==> src/rtl/flash_cmd_pkg.sv <==
`timescale 1ns/1ps
package flash_cmd_pkg;

  typedef enum logic [2:0] {
    ST_IDLE,
    ST_UNL1,
    ST_UNL2,
    ST_ARMED,
    ST_IDMODE,
    ST_BUSY
  } seq_state_t;

  localparam logic [7:0] CMD_KEY1  = 8'hAA;
  localparam logic [7:0] CMD_KEY2  = 8'h55;
  localparam logic [7:0] CMD_PROG  = 8'hA0;
  localparam logic [7:0] CMD_IDENT = 8'h90;
  localparam logic [7:0] CMD_READ  = 8'hF0;

  localparam logic [10:0] KEYA_X16 = 11'h555;
  localparam logic [10:0] KEYB_X16 = 11'h2AA;
  localparam logic [11:0] KEYA_X8  = 12'hAAA;
  localparam logic [11:0] KEYB_X8  = 12'h555;

  localparam logic [7:0] OFS_MFR     = 8'h00;
  localparam logic [7:0] OFS_DEV_X16 = 8'h01;
  localparam logic [7:0] OFS_DEV_X8  = 8'h02;

endpackage

==> src/rtl/fcc_bus_capture.sv <==
`timescale 1ns/1ps
module fcc_bus_capture #(
  parameter int ADDR_W = 22,
  parameter int DATA_W = 16
) (
  input  logic              clk,
  input  logic              rst,
  input  logic              ce_n,
  input  logic              we_n,
  input  logic              oe_n,
  input  logic [ADDR_W-1:0] addr,
  input  logic [DATA_W-1:0] dq,
  output logic              wr_done,
  output logic [ADDR_W-1:0] wr_addr,
  output logic [DATA_W-1:0] wr_data
);

  logic              wr_act;
  logic              wr_act_q;
  logic [ADDR_W-1:0] addr_hold;
  logic [DATA_W-1:0] data_hold;

  // a qualified write pulse: both strobes low, outputs disabled
  assign wr_act = !ce_n && !we_n && oe_n;

  always_ff @(posedge clk) begin
    if (rst) begin
      wr_act_q  <= 1'b0;
      addr_hold <= '0;
      data_hold <= '0;
      wr_done   <= 1'b0;
      wr_addr   <= '0;
      wr_data   <= '0;
    end else begin
      wr_act_q <= wr_act;
      // address frozen on the leading edge of the pulse
      if (wr_act && !wr_act_q) addr_hold <= addr;
      // data keeps tracking until the trailing edge
      if (wr_act) data_hold <= dq;
      wr_done <= wr_act_q && !wr_act;
      if (wr_act_q && !wr_act) begin
        wr_addr <= addr_hold;
        wr_data <= data_hold;
      end
    end
  end

  assert_single_event_R2: assert property (@(posedge clk) disable iff (rst)
    wr_done |=> !wr_done);

  assert_event_after_pulse_R1: assert property (@(posedge clk) disable iff (rst)
    $rose(wr_done) |-> $past(wr_act_q));

endmodule

==> src/rtl/fcc_prog_timer.sv <==
`timescale 1ns/1ps
module fcc_prog_timer #(
  parameter int PROG_CYCLES = 64
) (
  input  logic clk,
  input  logic rst,
  input  logic start,
  output logic ready,
  output logic finishing
);

  localparam int CNT_W = $clog2(PROG_CYCLES + 1);

  logic [CNT_W-1:0] cnt;

  assign finishing = !ready && (cnt == CNT_W'(1));

  always_ff @(posedge clk) begin
    if (rst) begin
      ready <= 1'b1;
      cnt   <= '0;
    end else if (start) begin
      ready <= 1'b0;
      cnt   <= CNT_W'(PROG_CYCLES);
    end else if (!ready) begin
      if (finishing) begin
        ready <= 1'b1;
        cnt   <= '0;
      end else begin
        cnt <= cnt - CNT_W'(1);
      end
    end
  end

  assert_ready_fall_R9: assert property (@(posedge clk) disable iff (rst)
    $fell(ready) |-> $past(start));

  assert_count_bound_R9: assert property (@(posedge clk) disable iff (rst)
    !ready |-> (cnt != '0 && cnt <= CNT_W'(PROG_CYCLES)));

endmodule

==> src/rtl/fcc_decoder.sv <==
`timescale 1ns/1ps
module fcc_decoder
  import flash_cmd_pkg::*;
#(
  parameter int ADDR_W = 22,
  parameter int DATA_W = 16,
  parameter int BANK_W = 2
) (
  input  logic              clk,
  input  logic              rst,
  input  logic              byte_mode,
  input  logic              wr_done,
  input  logic [ADDR_W-1:0] wr_addr,
  input  logic [DATA_W-1:0] wr_data,
  input  logic              finishing,
  output logic              go,
  output logic              prog_req,
  output logic [ADDR_W-1:0] prog_addr,
  output logic [DATA_W-1:0] prog_data,
  output logic              id_mode,
  output logic [BANK_W-1:0] id_bank
);

  localparam int WA_W = ADDR_W - 1;

  seq_state_t        state;
  seq_state_t        st_nx;
  logic [WA_W-1:0]   word_addr;
  logic [BANK_W-1:0] wr_bank;
  logic [BANK_W-1:0] seq_bank;
  logic [7:0]        cmd;
  logic              key_a;
  logic              key_b;
  logic              latch_bank;

  assign word_addr = byte_mode ? wr_addr[ADDR_W-1:1] : wr_addr[WA_W-1:0];
  assign wr_bank   = word_addr[WA_W-1 -: BANK_W];
  assign cmd       = wr_data[7:0];
  assign key_a     = byte_mode ? (wr_addr[11:0] == KEYA_X8)
                               : (wr_addr[10:0] == KEYA_X16);
  assign key_b     = byte_mode ? (wr_addr[11:0] == KEYB_X8)
                               : (wr_addr[10:0] == KEYB_X16);

  always_comb begin
    st_nx      = state;
    go         = 1'b0;
    latch_bank = 1'b0;
    case (state)
      ST_IDLE: begin
        if (wr_done && key_a && cmd == CMD_KEY1) st_nx = ST_UNL1;
      end
      ST_UNL1: begin
        if (wr_done) st_nx = (key_b && cmd == CMD_KEY2) ? ST_UNL2 : ST_IDLE;
      end
      ST_UNL2: begin
        if (wr_done) begin
          latch_bank = 1'b1;
          if (key_a && cmd == CMD_PROG)       st_nx = ST_ARMED;
          else if (key_a && cmd == CMD_IDENT) st_nx = ST_IDMODE;
          else                                st_nx = ST_IDLE;
        end
      end
      ST_ARMED: begin
        if (wr_done) begin
          if (wr_bank == seq_bank) begin
            go    = 1'b1;
            st_nx = ST_BUSY;
          end else begin
            st_nx = ST_IDLE;
          end
        end
      end
      ST_IDMODE: begin
        if (wr_done && cmd == CMD_READ) st_nx = ST_IDLE;
      end
      ST_BUSY: begin
        // writes are discarded; only the engine ends this state
        if (finishing) st_nx = ST_IDLE;
      end
      default: st_nx = ST_IDLE;
    endcase
  end

  always_ff @(posedge clk) begin
    if (rst) begin
      state     <= ST_IDLE;
      seq_bank  <= '0;
      prog_req  <= 1'b0;
      prog_addr <= '0;
      prog_data <= '0;
      id_mode   <= 1'b0;
    end else begin
      state    <= st_nx;
      prog_req <= go;
      id_mode  <= (st_nx == ST_IDMODE);
      if (latch_bank) seq_bank <= wr_bank;
      if (go) begin
        prog_addr <= wr_addr;
        prog_data <= wr_data;
      end
    end
  end

  assign id_bank = seq_bank;

  assert_prog_from_armed_R3: assert property (@(posedge clk) disable iff (rst)
    prog_req |-> $past(state) == ST_ARMED);

  assert_prog_pulse_R3: assert property (@(posedge clk) disable iff (rst)
    prog_req |=> !prog_req);

  assert_busy_ignores_R10: assert property (@(posedge clk) disable iff (rst)
    (state == ST_BUSY && wr_done) |=> (!prog_req && !id_mode));

  assert_exit_id_R7: assert property (@(posedge clk) disable iff (rst)
    (state == ST_IDMODE && wr_done && wr_data[7:0] == CMD_READ) |=> !id_mode);

  assert_mismatch_idle_R8: assert property (@(posedge clk) disable iff (rst)
    (state == ST_UNL1 && wr_done && wr_data[7:0] != CMD_KEY2) |=> state == ST_IDLE);

endmodule

==> src/rtl/fcc_read_mux.sv <==
`timescale 1ns/1ps
module fcc_read_mux
  import flash_cmd_pkg::*;
#(
  parameter int          ADDR_W  = 22,
  parameter int          DATA_W  = 16,
  parameter int          BANK_W  = 2,
  parameter logic [15:0] MFR_ID  = 16'h00EC,
  parameter logic [15:0] DEV_X16 = 16'h22A2,
  parameter logic [15:0] DEV_X8  = 16'h0022
) (
  input  logic              clk,
  input  logic              rst,
  input  logic              byte_mode,
  input  logic [ADDR_W-1:0] addr,
  input  logic [DATA_W-1:0] array_rdata,
  input  logic              id_mode,
  input  logic [BANK_W-1:0] id_bank,
  output logic [DATA_W-1:0] rd_data
);

  localparam int WA_W = ADDR_W - 1;

  logic [WA_W-1:0]   word_addr;
  logic [BANK_W-1:0] rd_bank;
  logic [7:0]        ofs;
  logic [DATA_W-1:0] id_word;
  logic [DATA_W-1:0] rd_nx;

  assign word_addr = byte_mode ? addr[ADDR_W-1:1] : addr[WA_W-1:0];
  assign rd_bank   = word_addr[WA_W-1 -: BANK_W];
  assign ofs       = addr[7:0];

  always_comb begin
    id_word = '0;
    if (ofs == OFS_MFR)                      id_word = DATA_W'(MFR_ID);
    else if (!byte_mode && ofs == OFS_DEV_X16) id_word = DATA_W'(DEV_X16);
    else if (byte_mode && ofs == OFS_DEV_X8)   id_word = DATA_W'(DEV_X8);
    rd_nx = (id_mode && rd_bank == id_bank) ? id_word : array_rdata;
  end

  always_ff @(posedge clk) begin
    if (rst) rd_data <= '0;
    else     rd_data <= rd_nx;
  end

  assert_array_path_R11: assert property (@(posedge clk) disable iff (rst)
    (!$past(rst) && !$past(id_mode)) |-> rd_data == $past(array_rdata));

endmodule

==> src/rtl/flash_cmd_ctrl.sv <==
`timescale 1ns/1ps
module flash_cmd_ctrl #(
  parameter int          ADDR_W      = 22,
  parameter int          DATA_W      = 16,
  parameter int          BANK_W      = 2,
  parameter int          PROG_CYCLES = 64,
  parameter logic [15:0] MFR_ID      = 16'h00EC,
  parameter logic [15:0] DEV_X16     = 16'h22A2,
  parameter logic [15:0] DEV_X8      = 16'h0022
) (
  input  logic              clk,
  input  logic              rst,
  input  logic              byte_mode,
  input  logic              ce_n,
  input  logic              we_n,
  input  logic              oe_n,
  input  logic [ADDR_W-1:0] addr,
  input  logic [DATA_W-1:0] dq,
  input  logic [DATA_W-1:0] array_rdata,
  output logic [DATA_W-1:0] rd_data,
  output logic              ready,
  output logic              prog_req,
  output logic [ADDR_W-1:0] prog_addr,
  output logic [DATA_W-1:0] prog_data,
  output logic              id_mode
);

  logic              wr_done;
  logic [ADDR_W-1:0] wr_addr;
  logic [DATA_W-1:0] wr_data;
  logic              go;
  logic              finishing;
  logic [BANK_W-1:0] id_bank;

  fcc_bus_capture #(.ADDR_W(ADDR_W), .DATA_W(DATA_W)) u_cap (
    .clk(clk), .rst(rst), .ce_n(ce_n), .we_n(we_n), .oe_n(oe_n),
    .addr(addr), .dq(dq),
    .wr_done(wr_done), .wr_addr(wr_addr), .wr_data(wr_data)
  );

  fcc_decoder #(.ADDR_W(ADDR_W), .DATA_W(DATA_W), .BANK_W(BANK_W)) u_dec (
    .clk(clk), .rst(rst), .byte_mode(byte_mode),
    .wr_done(wr_done), .wr_addr(wr_addr), .wr_data(wr_data),
    .finishing(finishing), .go(go),
    .prog_req(prog_req), .prog_addr(prog_addr), .prog_data(prog_data),
    .id_mode(id_mode), .id_bank(id_bank)
  );

  fcc_prog_timer #(.PROG_CYCLES(PROG_CYCLES)) u_tmr (
    .clk(clk), .rst(rst), .start(go),
    .ready(ready), .finishing(finishing)
  );

  fcc_read_mux #(
    .ADDR_W(ADDR_W), .DATA_W(DATA_W), .BANK_W(BANK_W),
    .MFR_ID(MFR_ID), .DEV_X16(DEV_X16), .DEV_X8(DEV_X8)
  ) u_rd (
    .clk(clk), .rst(rst), .byte_mode(byte_mode), .addr(addr),
    .array_rdata(array_rdata), .id_mode(id_mode), .id_bank(id_bank),
    .rd_data(rd_data)
  );

  assert_req_drops_ready_R9: assert property (@(posedge clk) disable iff (rst)
    $rose(prog_req) |-> !ready);

  assert_busy_no_id_R10: assert property (@(posedge clk) disable iff (rst)
    !ready |-> !id_mode);

endmodule

==> config.mk <==
export PLATFORM = sky130hd
export DESIGN_NAME = flash_cmd_ctrl
export DESIGN_NICKNAME = d
export VERILOG_FILES = /design/src/rtl/flash_cmd_pkg.sv /design/src/rtl/fcc_bus_capture.sv /design/src/rtl/fcc_prog_timer.sv /design/src/rtl/fcc_decoder.sv /design/src/rtl/fcc_read_mux.sv /design/src/rtl/flash_cmd_ctrl.sv
export SDC_FILE = /design/constraint.sdc
export NUM_CORES = 1
export LEC_CHECK = 0
export ABC_AREA = 1
export BUFFER_PORTS_ARGS = -buffer_cell sky130_fd_sc_hd__buf_4
export CAP_MARGIN = 40
export CELL_PAD_IN_SITES_DETAIL_PLACEMENT = 1
export CELL_PAD_IN_SITES_GLOBAL_PLACEMENT = 2
export CORE_ASPECT_RATIO = 0.5
export CORE_MARGIN = 2
export CORE_UTILIZATION = 32
export CTS_BUF_LIST = sky130_fd_sc_hd__clkbuf_4
export DETAILED_ROUTE_END_ITERATION = 8
export PLACE_DENSITY = 0.92
export SLEW_MARGIN = 20
export SYNTH_ARGS = -nofsm -noshare
export SYNTH_HDL_FRONTEND = slang
export SYNTH_SLANG_ARGS = --single-unit
==> constraint.sdc <==
create_clock -name clk -period 1.75 [get_ports clk]
set_input_delay 0.35 -clock clk [delete_from_list [all_inputs] [get_ports clk]]
set_output_delay 0.35 -clock clk [all_outputs]
set_load 0.02 [all_outputs]
==> results of run 1 <==
[cells in the final DEF (no fill, tap or decap), drive strengths merged]
master and n:
nor3 10, dfxtp 147, nand2b 1, nand2 174, o21ai 67, o31ai 1
bufinv 2, a221oi 4, dlygate4sd3 15, a311oi 2, nand3b 1, nand4 6
clkbuf 17, a31oi 1, xor2 4, and2 3, clkinv 3, inv 67
a21oi 46, buf 133, clkinvlp 2, nor2 99, xnor2 1, or2 1
ha 2, nand3 55
[routing by layer]
metal  vias to the layer above  wire (um)
li1                       2574          -
met1                      2420       7852
met2                       109       7490
met3                        18        811
met4                         0        159
met5                         -          0
[worst min path at each step]
stage                     endpoint
3_5_place_dp   u_dec.prog_addr[14]
6_report        u_cap.data_hold[9]
2_1_floorplan  u_dec.prog_addr[12]
4_1_cts        u_cap.addr_hold[12]
5_1_grt        u_cap.addr_hold[14]
3_3_place_gp    u_cap.data_hold[1]
[tightest hold or removal path: cells and delay by family]
family / cells / cell delay, ns
and+or+nand+nor: 1 / 0.08
buffers and inverters: 1 / 0.07
AOI/OAI and AO/OA: 1 / 0.07
[power groups by stage]
stage	clock network, mW	logic [mW]	registers [mW]
6_report	2.34	0.485	3.47
3_3_place_gp	0	0.442	3.54
4_1_cts	2.39	0.481	3.47
3_5_place_dp	0	0.454	3.54
5_1_grt	2.55	0.536	3.48
2_1_floorplan	0	0.209	3.55
[through the flow]
step,hold slack (ns),cells,area (um2)
after floorplan,0.4136,717,5530
after global placement,0.4353,1044,6665
after detailed placement,0.4297,1044,6665
after CTS,0.003540,1090,7118
after global routing,0.0004720,1091,7129
final,0.04054,1091,7129
[final cells by class]
| type | count | share of cell area |
|---|---|---|
| multi-input cells | 478 | 0.3071 |
| flip-flops and latches | 147 | 0.4128 |
| clock buffers | 17 | 0.01790 |
| clock inverters | 15 | 0.02597 |
| inverters | 59 | 0.03177 |
| well taps | 227 | 0.03984 |
| repair buffers | 148 | 0.1646 |
[state kept, by name, summed over array words and instances, names as in the netlist, 2 cells and up]
| name | count |
|---|---|
| u_rd.rd_data | 16 |
| u_tmr.cnt | 7 |
| u_dec.state | 3 |
| u_dec.id_bank | 2 |
| u_cap.wr_addr | 22 |
| u_cap.wr_data | 16 |
| u_cap.data_hold | 16 |
| u_dec.prog_data | 16 |
| u_cap.addr_hold | 22 |
| u_dec.prog_addr | 22 |
[cells by family (layout without fill, tap and decap cells)]
logic type / count (synthesis) / count (layout) / synth area share
buf+inv: 92 / 239 / 0.07285
compound gates: 121 / 121 / 0.1143
simple gates: 350 / 350 / 0.2683
flops: 147 / 147 / 0.5321
xor+xnor: 5 / 5 / 0.007918
fa+ha+maj: 2 / 2 / 0.004524
[repair_timing]
| action | CTS | global route |
|---|---|---|
| endpoints found under the hold margin | 14 | 1 |
| hold buffers | 14 | 1 |
| endpoints found under the setup margin | 0 | 9 |
| resized for setup | 0 | 1 |
==> run_results.csv, run 1 <==
group,metric,value,unit
synthesis,yosysSeqAreaShare,0.5321,
global_routing,grt_use_met3,0.04282,
synthesis,synth_fp_nets,779,
clock_network,cts_tree,"done",
synthesis,yosys_warnings,0,
synthesis,yosys.area.top_type,"dfxtp_1",
sta,skew,0.03406,ns
sta,relSlewSlack,0.7200,
critical_path,rrSetupSlack,0.15,ns
job,drv_cap,0,
critical_path,crit_type,"register to register",
finish,n_fill_cell,2062,
synthesis,synth_area,0.005530,mm2
synthesis,synth_top_area_frac,0.5321,
die,core_area,0.01664,mm2
die,die_h,96.96,um
global_routing,met2_usage,0.2928,
power,intPower,4.557,mW
global_routing,gr-max-usage-layer,"met2",
critical_path,reg2reg_to,"u_dec.prog_addr[10]",
critical_path,crit_end,"u_dec.prog_addr[10]",
finish,final-seq-area,0.002943,mm2
run_status,status,"completed",
die,ios,117,
detailed_routing,first_iter_violations,238,
clock_network,cts_setup_buffers,0,
detailed_routing,wirelength,16310,um
synthesis,yosysMostFrequentCell,"nand2_1",
critical_path,reg2reg_depth,9,
finish,multi_input_area,0.002190,mm2
critical_path,path_buf_inv,2,
power,pwr-share-clk,0.372,
finish,area_growth,28.91,%
synthesis,yosys_most_used_dff,"dfxtp_1",
sta,setup_viol,0,
sta,period_share,0.9152,
global_routing,grt.total_usage,0.1802,
detailed_routing,viasPerCell,4.694,
synthesis,synth-seq-cells,147,
sta,slew_violations,0,
synthesis,synth_cells,717,
power,power_density,882.6,mW/mm2
finish,final_layout_size_suffix_gt1_frac,0.2130,
detailed_routing,drc,0,
critical_path,start_kind,"register",
placed_design,place.detailed.hpwl,11230,um
sta,worst_pin_slew,0.4190,ns
global_routing,antenna_found_initial,0,
global_routing,grt_pass1_vias,5206,
finish,antennaDiodeCount,0,
critical_path,slowest_stage,"dfxtp_1",
sta,rsz0062_at_grt,"false",
critical_path,crit_arrival,2.03,ns
global_routing,grt_pass1_wl,26210,um
detailed_routing,num_vias,5121,
die,start_util,0.3324,
power,seq_power_share,0.551,
sta,fin_ws,0.1484,ns
global_routing,grt_overflow,0,
die,die_w,189.9,um
min_path,min_path_type,"input port to register",
power,p_leak,3.185,nW
power,comb_power_share,0.077,
synthesis,yosys-top-cells-count,"172 x nand2_1, 147 x dfxtp_1, 94 x nor2_1",
power,p_total,6.292,mW
detailed_routing,drtPass1Iterations,4,
synthesis,synthTopCellsByArea,"dfxtp_1 53%, nand2_1 12%, nor2_1 6.4%",
critical_path,crit_start,"u_dec.state[2]",
synthesis,synth_edf_count,0,
sta,fin_tns_setup,0,ns
clock_network,cts_root_buf,"clkbuf_4",
synthesis,synth_cell_type_count,34,
placed_design,io_buffers,116,
clock_network,cts_buffer_depth,2,
finish,finish.utilization,0.4285,
min_path,hp-start,"dq[9]",
critical_path,critPathRequiredTime,2.18,ns
finish,fin_nets,913,
synthesis,syn_area_per_cell,7.713,um2
critical_path,path_max_fanout,20,
global_routing,grt_max_degree,44,
critical_path,cp_slowest_stage_delay,0.36,ns
die,num_rows,33,
sta,hold_viol_final,0,
clock_network,path_clk_slew,0.16,ns
clock_network,htree_num_levels,4,
clock_network,cts_inserted_buffers,17,
detailed_routing,routedWlPerCell,14.95,um
placed_design,place_ws,0.005665,ns
critical_path,cpLargestDelayFamily,"simple AND/OR/NAND/NOR gates",
power,p_sw_frac,0.2757,
sta,fin_crit,1.602,ns
detailed_routing,ant_nets,0,
min_path,hold_depth,3,
clock_network,numClockSinks,147,
synthesis,ys_async_sr_fraction,0,
critical_path,crit_chain,"inv_2, nand2_1, nor2_1, nand3_2, nor2_4, nor2_4, buf_4, nand2_1, o21ai_0",
placed_design,gp_congestion,0.8199,
clock_network,clk_latency,0.55,ns
critical_path,cp.depth,9,
power,power_switching,1.735,mW
die,dieArea,0.01841,mm2
power,irDropWorstVdd,0.0003659,V
sta,fmaxAchievable,624.4,MHz
global_routing,grtUsageMet1,0.2362,
critical_path,r2r-start,"u_dec.state[2]",
critical_path,endpoint_kind,"register",
No activity file was read; power rests on OpenSTA's default activity.
==> run 2, diff against run 1 <==
--- a/config.mk
+++ b/config.mk
@@ -11,11 +11,11 @@
 export CELL_PAD_IN_SITES_DETAIL_PLACEMENT = 1
 export CELL_PAD_IN_SITES_GLOBAL_PLACEMENT = 2
 export CORE_ASPECT_RATIO = 0.5
-export CORE_MARGIN = 2
 export CORE_UTILIZATION = 32
 export CTS_BUF_LIST = sky130_fd_sc_hd__clkbuf_4
 export DETAILED_ROUTE_END_ITERATION = 8
-export PLACE_DENSITY = 0.92
+export GPL_TIMING_DRIVEN = 0
+export PLACE_DENSITY_LB_ADDON = 0.3
 export SLEW_MARGIN = 20
 export SYNTH_ARGS = -nofsm -noshare
 export SYNTH_HDL_FRONTEND = slang
==> run_results.csv, run 2 (synthesis gave the netlist of run 1 again) <==
group,metric,value,unit
power,p_sw_frac,0.2860,
sta,worst_pin_slew,0.7086,ns
finish,final_layout_size_suffix_gt1_frac,0.2130,
finish,design_area,0.007081,mm2
global_routing,grt_pass1_wl,26690,um
critical_path,cp_slowest_stage_delay,0.36,ns
die,ios,117,
critical_path,critPathRequiredTime,2.19,ns
power,intPower,4.253,mW
power,seq_power_share,0.582,
critical_path,path_max_fanout,10,
die,die_h,94.96,um
critical_path,endpoint_kind,"register",
detailed_routing,num_vias,5159,
power,irDropWorstVdd,0.0003956,V
sta,fin_tns_setup,0,ns
finish,fin_nets,927,
clock_network,cts_buffer_depth,2,
placed_design,place_ws,-0.1169,ns
power,comb_power_share,0.082,
finish,layout_common_cells,"172 x nand2_1, 146 x dfxtp_1, 116 x buf_4, 94 x nor2_1, 57 x o21ai_0",
sta,skew,0.03017,ns
clock_network,cts_root_buf,"clkbuf_4",
die,die_w,187.9,um
sta,whs,0.06455,ns
finish,top_regs,"u_cap.addr_hold x22, u_cap.wr_addr x22, u_dec.prog_addr x22",
power,p_total,5.957,mW
global_routing,grt_overflow,0,
die,core_area,0.01664,mm2
sta,setup_viol,0,
die,start_util,0.3324,
global_routing,grt_max_degree,17,
sta,relSlewSlack,0.5276,
finish,instances_no_fill,1106,
global_routing,grt.total_usage,0.1946,
min_path,min_path_type,"input port to register",
clock_network,cts_inserted_buffers,17,
global_routing,grt_pass1_vias,5064,
clock_network,htree_num_levels,4,
detailed_routing,routedWlPerCell,15.25,um
sta,fin_ws,0.1361,ns
finish,area_growth,28.03,%
critical_path,start_kind,"register",
sta,slew_violations,0,
placed_design,place.detailed.hpwl,12510,um
clock_network,cts_tree,"done",
detailed_routing,drtPass1Iterations,4,
die,dieArea,0.01784,mm2
critical_path,cpMostUsedCell,"nand2_1",
detailed_routing,first_iter_violations,261,
sta,period_share,0.9222,
sta,fmaxAchievable,619.6,MHz
power,pwr-share-clk,0.336,
clock_network,numClockSinks,147,
clock_network,path_clk_slew,0.14,ns
power,power_switching,1.704,mW
job,drv_cap,0,
finish,mostFrequentLayoutCell,"nand2_1",
detailed_routing,wirelength,16860,um
critical_path,crit_chain,"inv_2, nand2_1, nor2_1, nand3_2, nor2_4, nor2_2, buf_6, buf_6, nand2_1, nand2_1",
placed_design,gp_congestion,0.8627,
die,num_rows,33,
power,power_density,841.3,mW/mm2
critical_path,crit_type,"register to register",
finish,finish.utilization,0.4255,
sta,fin_crit,1.614,ns
placed_design,io_buffers,114,
detailed_routing,viasPerCell,4.665,
placed_design,placed_cells_incl_taps,1058,
detailed_routing,ant_nets,0,
global_routing,antenna_found_initial,1,
power,p_leak,3.154,nW
detailed_routing,drc,0,
critical_path,crit_arrival,2.06,ns
run_status,status,"completed",
critical_path,slowest_stage,"dfxtp_1",
placed_design,dpl_cell_area,0.006670,mm2
sta,hold_viol_final,0,
clock_network,clk_latency,0.54,ns
run 2: cell count changes in the layout (fill, tap and decap cells not counted), moves of 2 or more:
cell           change
dlygate4sd3_1      -2
buf_12             -2
bufinv_16          -2
clkbuf_2           +2
buf_4             -15
inv_8              -2
buf_2             +13
buf_1              +3
clkinv_4           +3
buf_6              +5
clkbuf_1          +10
run 2: layer usage:
layer / wire, um / GRT usage
met1: 8895 / 0.2758
met2: 7360 / 0.3074
met3: 478 / 0.03344
met4: 130 / 0.04675
met5: 0 / 0
run 2: critical path: cells and delay by family, from the launching register on:
kind | cells | cell delay, ns
buffers and inverters | 3 | 0.43
flip-flops | 1 | 0.36
AND/OR/NAND/NOR | 7 | 0.74
run 2: layout make-up:
class,count,area (um2)
Fill cell,2108,9559
Tap cell,227,284.0
Clock buffer,18,135.1
Multi-Input combinational cell,478,2190
Buffer,33,180.2
Clock inverter,14,118.9
Sequential cell,147,2944
Timing Repair Buffer,129,1001
Antenna cell,1,2.502
Inverter,59,225.2
run 2: repair_timing:
action                                  4_1_cts  5_1_grt
pin swaps                                     0        2
hold endpoints to repair                     12        1
buffers inserted                              0        2
endpoints found under the setup margin        1       57
hold buffers                                 12        1
resized for setup                             1        6
run 2: final timing paths:
check | slack, ns | end | depth (start not counted) | start
max | 0.14 | u_dec.prog_addr[17] | 10 | u_dec.state[2]
min | 0.06 | u_rd.rd_data[7] | 3 | array_rdata[7]
max reg2reg | 0.14 | u_dec.prog_addr[17] | 10 | u_dec.state[2]
min reg2reg | 0.45 | u_dec.prog_data[12] | 2 | u_cap.wr_data[12]
run 2: power by group through the flow:
stage	Clock, mW	Sequential (mW)	Combinational (mW)
2_1_floorplan	0	3.55	0.209
3_3_place_gp	0	3.53	0.459
3_5_place_dp	0	3.54	0.467
4_1_cts	2.05	3.47	0.492
5_1_grt	2.22	3.48	0.543
6_report	2.00	3.47	0.491
==> run 3, diff against run 2 <==
--- a/config.mk
+++ b/config.mk
@@ -11,8 +11,7 @@
 export CELL_PAD_IN_SITES_DETAIL_PLACEMENT = 1
 export CELL_PAD_IN_SITES_GLOBAL_PLACEMENT = 2
 export CORE_ASPECT_RATIO = 0.5
-export CORE_UTILIZATION = 32
-export CTS_BUF_LIST = sky130_fd_sc_hd__clkbuf_4
+export CORE_UTILIZATION = 31
 export DETAILED_ROUTE_END_ITERATION = 8
 export GPL_TIMING_DRIVEN = 0
 export PLACE_DENSITY_LB_ADDON = 0.3
==> run_results.csv, run 3 (synthesis gave the netlist of run 1 again) <==
group,metric,value,unit
clock_network,path_clk_slew,0.06,ns
sta,setup_viol,0,
global_routing,grt.total_usage,0.1903,
placed_design,place.detailed.hpwl,12590,um
detailed_routing,drtPass1Iterations,5,
finish,mostFrequentLayoutCell,"nand2_1",
finish,final_layout_size_suffix_gt1_frac,0.2215,
power,p_leak,3.280,nW
finish,fin_nets,916,
sta,fmaxAchievable,622.1,MHz
critical_path,start_kind,"register",
sta,skew,0.007944,ns
finish,area_growth,32.83,%
detailed_routing,viasPerCell,4.642,
critical_path,critPathRequiredTime,2.06,ns
global_routing,antenna_found_initial,0,
sta,hold_viol_final,0,
global_routing,grt_pass1_vias,5135,
finish,instances_no_fill,1101,
power,irDropWorstVdd,0.0005935,V
die,core_area,0.01740,mm2
placed_design,io_buffers,114,
detailed_routing,first_iter_violations,183,
sta,rsz0062_at_grt,"false",
die,num_rows,34,
finish,top_regs,"u_cap.addr_hold x22, u_cap.wr_addr x22, u_dec.prog_addr x22",
global_routing,grt_max_degree,17,
critical_path,path_max_fanout,10,
min_path,min_path_type,"input port to register",
sta,worst_pin_slew,0.7184,ns
sta,fin_crit,1.607,ns
global_routing,grt_overflow,0,
die,ios,117,
sta,fin_tns_setup,0,ns
finish,antennaDiodeCount,0,
die,start_util,0.3178,
finish,finish.utilization,0.4222,
sta,period_share,0.9185,
placed_design,placed_cells_incl_taps,1065,
detailed_routing,routedWlPerCell,15.51,um
critical_path,rrSetupSlack,0.14,ns
die,die_h,96.45,um
sta,relSlewSlack,0.5211,
finish,layout_common_cells,"171 x nand2_1, 146 x dfxtp_1, 118 x buf_4, 93 x nor2_1, 57 x o21ai_0",
die,dieArea,0.01841,mm2
detailed_routing,num_vias,5111,
job,drv_cap,0,
clock_network,htree_num_levels,4,
clock_network,cts_root_buf,"clkbuf_16",
clock_network,clk_latency,0.42,ns
critical_path,crit_arrival,1.92,ns
clock_network,holdBufCountCts,0,
finish,n_fill_cell,2132,
clock_network,cts_inserted_buffers,17,
die,die_w,190.9,um
detailed_routing,drc,0,
placed_design,gp_congestion,0.8474,
power,power_density,1057,mW/mm2
sta,slew_violations,0,
clock_network,cts_tree,"done",
clock_network,cts_buffer_depth,2,
detailed_routing,wirelength,17080,um
global_routing,grt_pass1_wl,26510,um
critical_path,endpoint_kind,"register",
critical_path,crit_type,"register to register",
clock_network,numClockSinks,147,
detailed_routing,ant_nets,0,
run_status,status,"completed",
==> run 3: worst max-delay path: stages, from the launching register on <==
cell and delay [ns]:
dfxtp_1 0.34, inv_2 0.11, nand2_2 0.10, nor2_2 0.12
nand3_2 0.10, nor2_4 0.21, nor2_2 0.09, buf_6 0.17
buf_6 0.15, nand2_1 0.06, nand2_1 0.06
==> run 3: report_power, final <==
| group | switching (mW) | internal, mW | leakage [nW] | total [mW] |
|---|---|---|---|---|
| logic | 0.277 | 0.191 | 1.78 | 0.468 |
| registers | 0.0368 | 3.43 | 1.19 | 3.46 |
| clock network | 1.54 | 2.30 | 0.301 | 3.84 |
==> run 3: what timing repair did <==
action | 4_1_cts | 5_1_grt
endpoints found under the setup margin | 0 | 61
setup buffers | 0 | 4
gates resized for setup | 0 | 10
==> run 3: metrics by stage <==
| step | total power [mW] | hold WS, ns | cell area [um2] | worst slack, ns |
|---|---|---|---|---|
| 6_report | 7.767 | 0.1283 | 7346 | 0.1426 |
| 5_1_grt | 8.014 | 0.1317 | 7346 | 0.04156 |
| 4_1_cts | 7.826 | 0.1215 | 7296 | 0.01027 |
| 3_5_place_dp | 4.002 | 0.4364 | 6679 | -0.1178 |
| 3_3_place_gp | 3.994 | 0.4311 | 6679 | -0.09762 |
| 2_1_floorplan | 3.762 | 0.4136 | 5530 | 0.2997 |
==> run 3: final cells by class <==
cell class / instances / area [um2] / area share
flip-flops and latches: 147 / 2944 / 0.4008
multi-input cells: 478 / 2201 / 0.2996
repair buffers: 118 / 885.9 / 0.1206
clock buffers: 18 / 439.2 / 0.05979
well taps: 234 / 292.8 / 0.03986
inverters: 59 / 225.2 / 0.03066
plain buffers: 33 / 180.2 / 0.02453
clock inverters: 14 / 177.7 / 0.02419
==> run 3: path summary, 6_finish.rpt <==
check / startpoint / depth (start not counted) / end
worst min register to register: u_cap.wr_addr[13] / 2 / u_dec.prog_addr[13]
worst max-delay path: u_dec.state[2] / 10 / u_dec.prog_data[14]
worst min-delay path: array_rdata[1] / 3 / u_rd.rd_data[1]
worst max register to register: u_dec.state[2] / 10 / u_dec.prog_data[14]
==> run 3: layer usage <==
metal | global-route usage | part of all wire
met4 | 0.05933 | 0.0060
met1 | 0.2641 | 0.52
met5 | 0 | 0
met3 | 0.03756 | 0.042
met2 | 0.2977 | 0.43
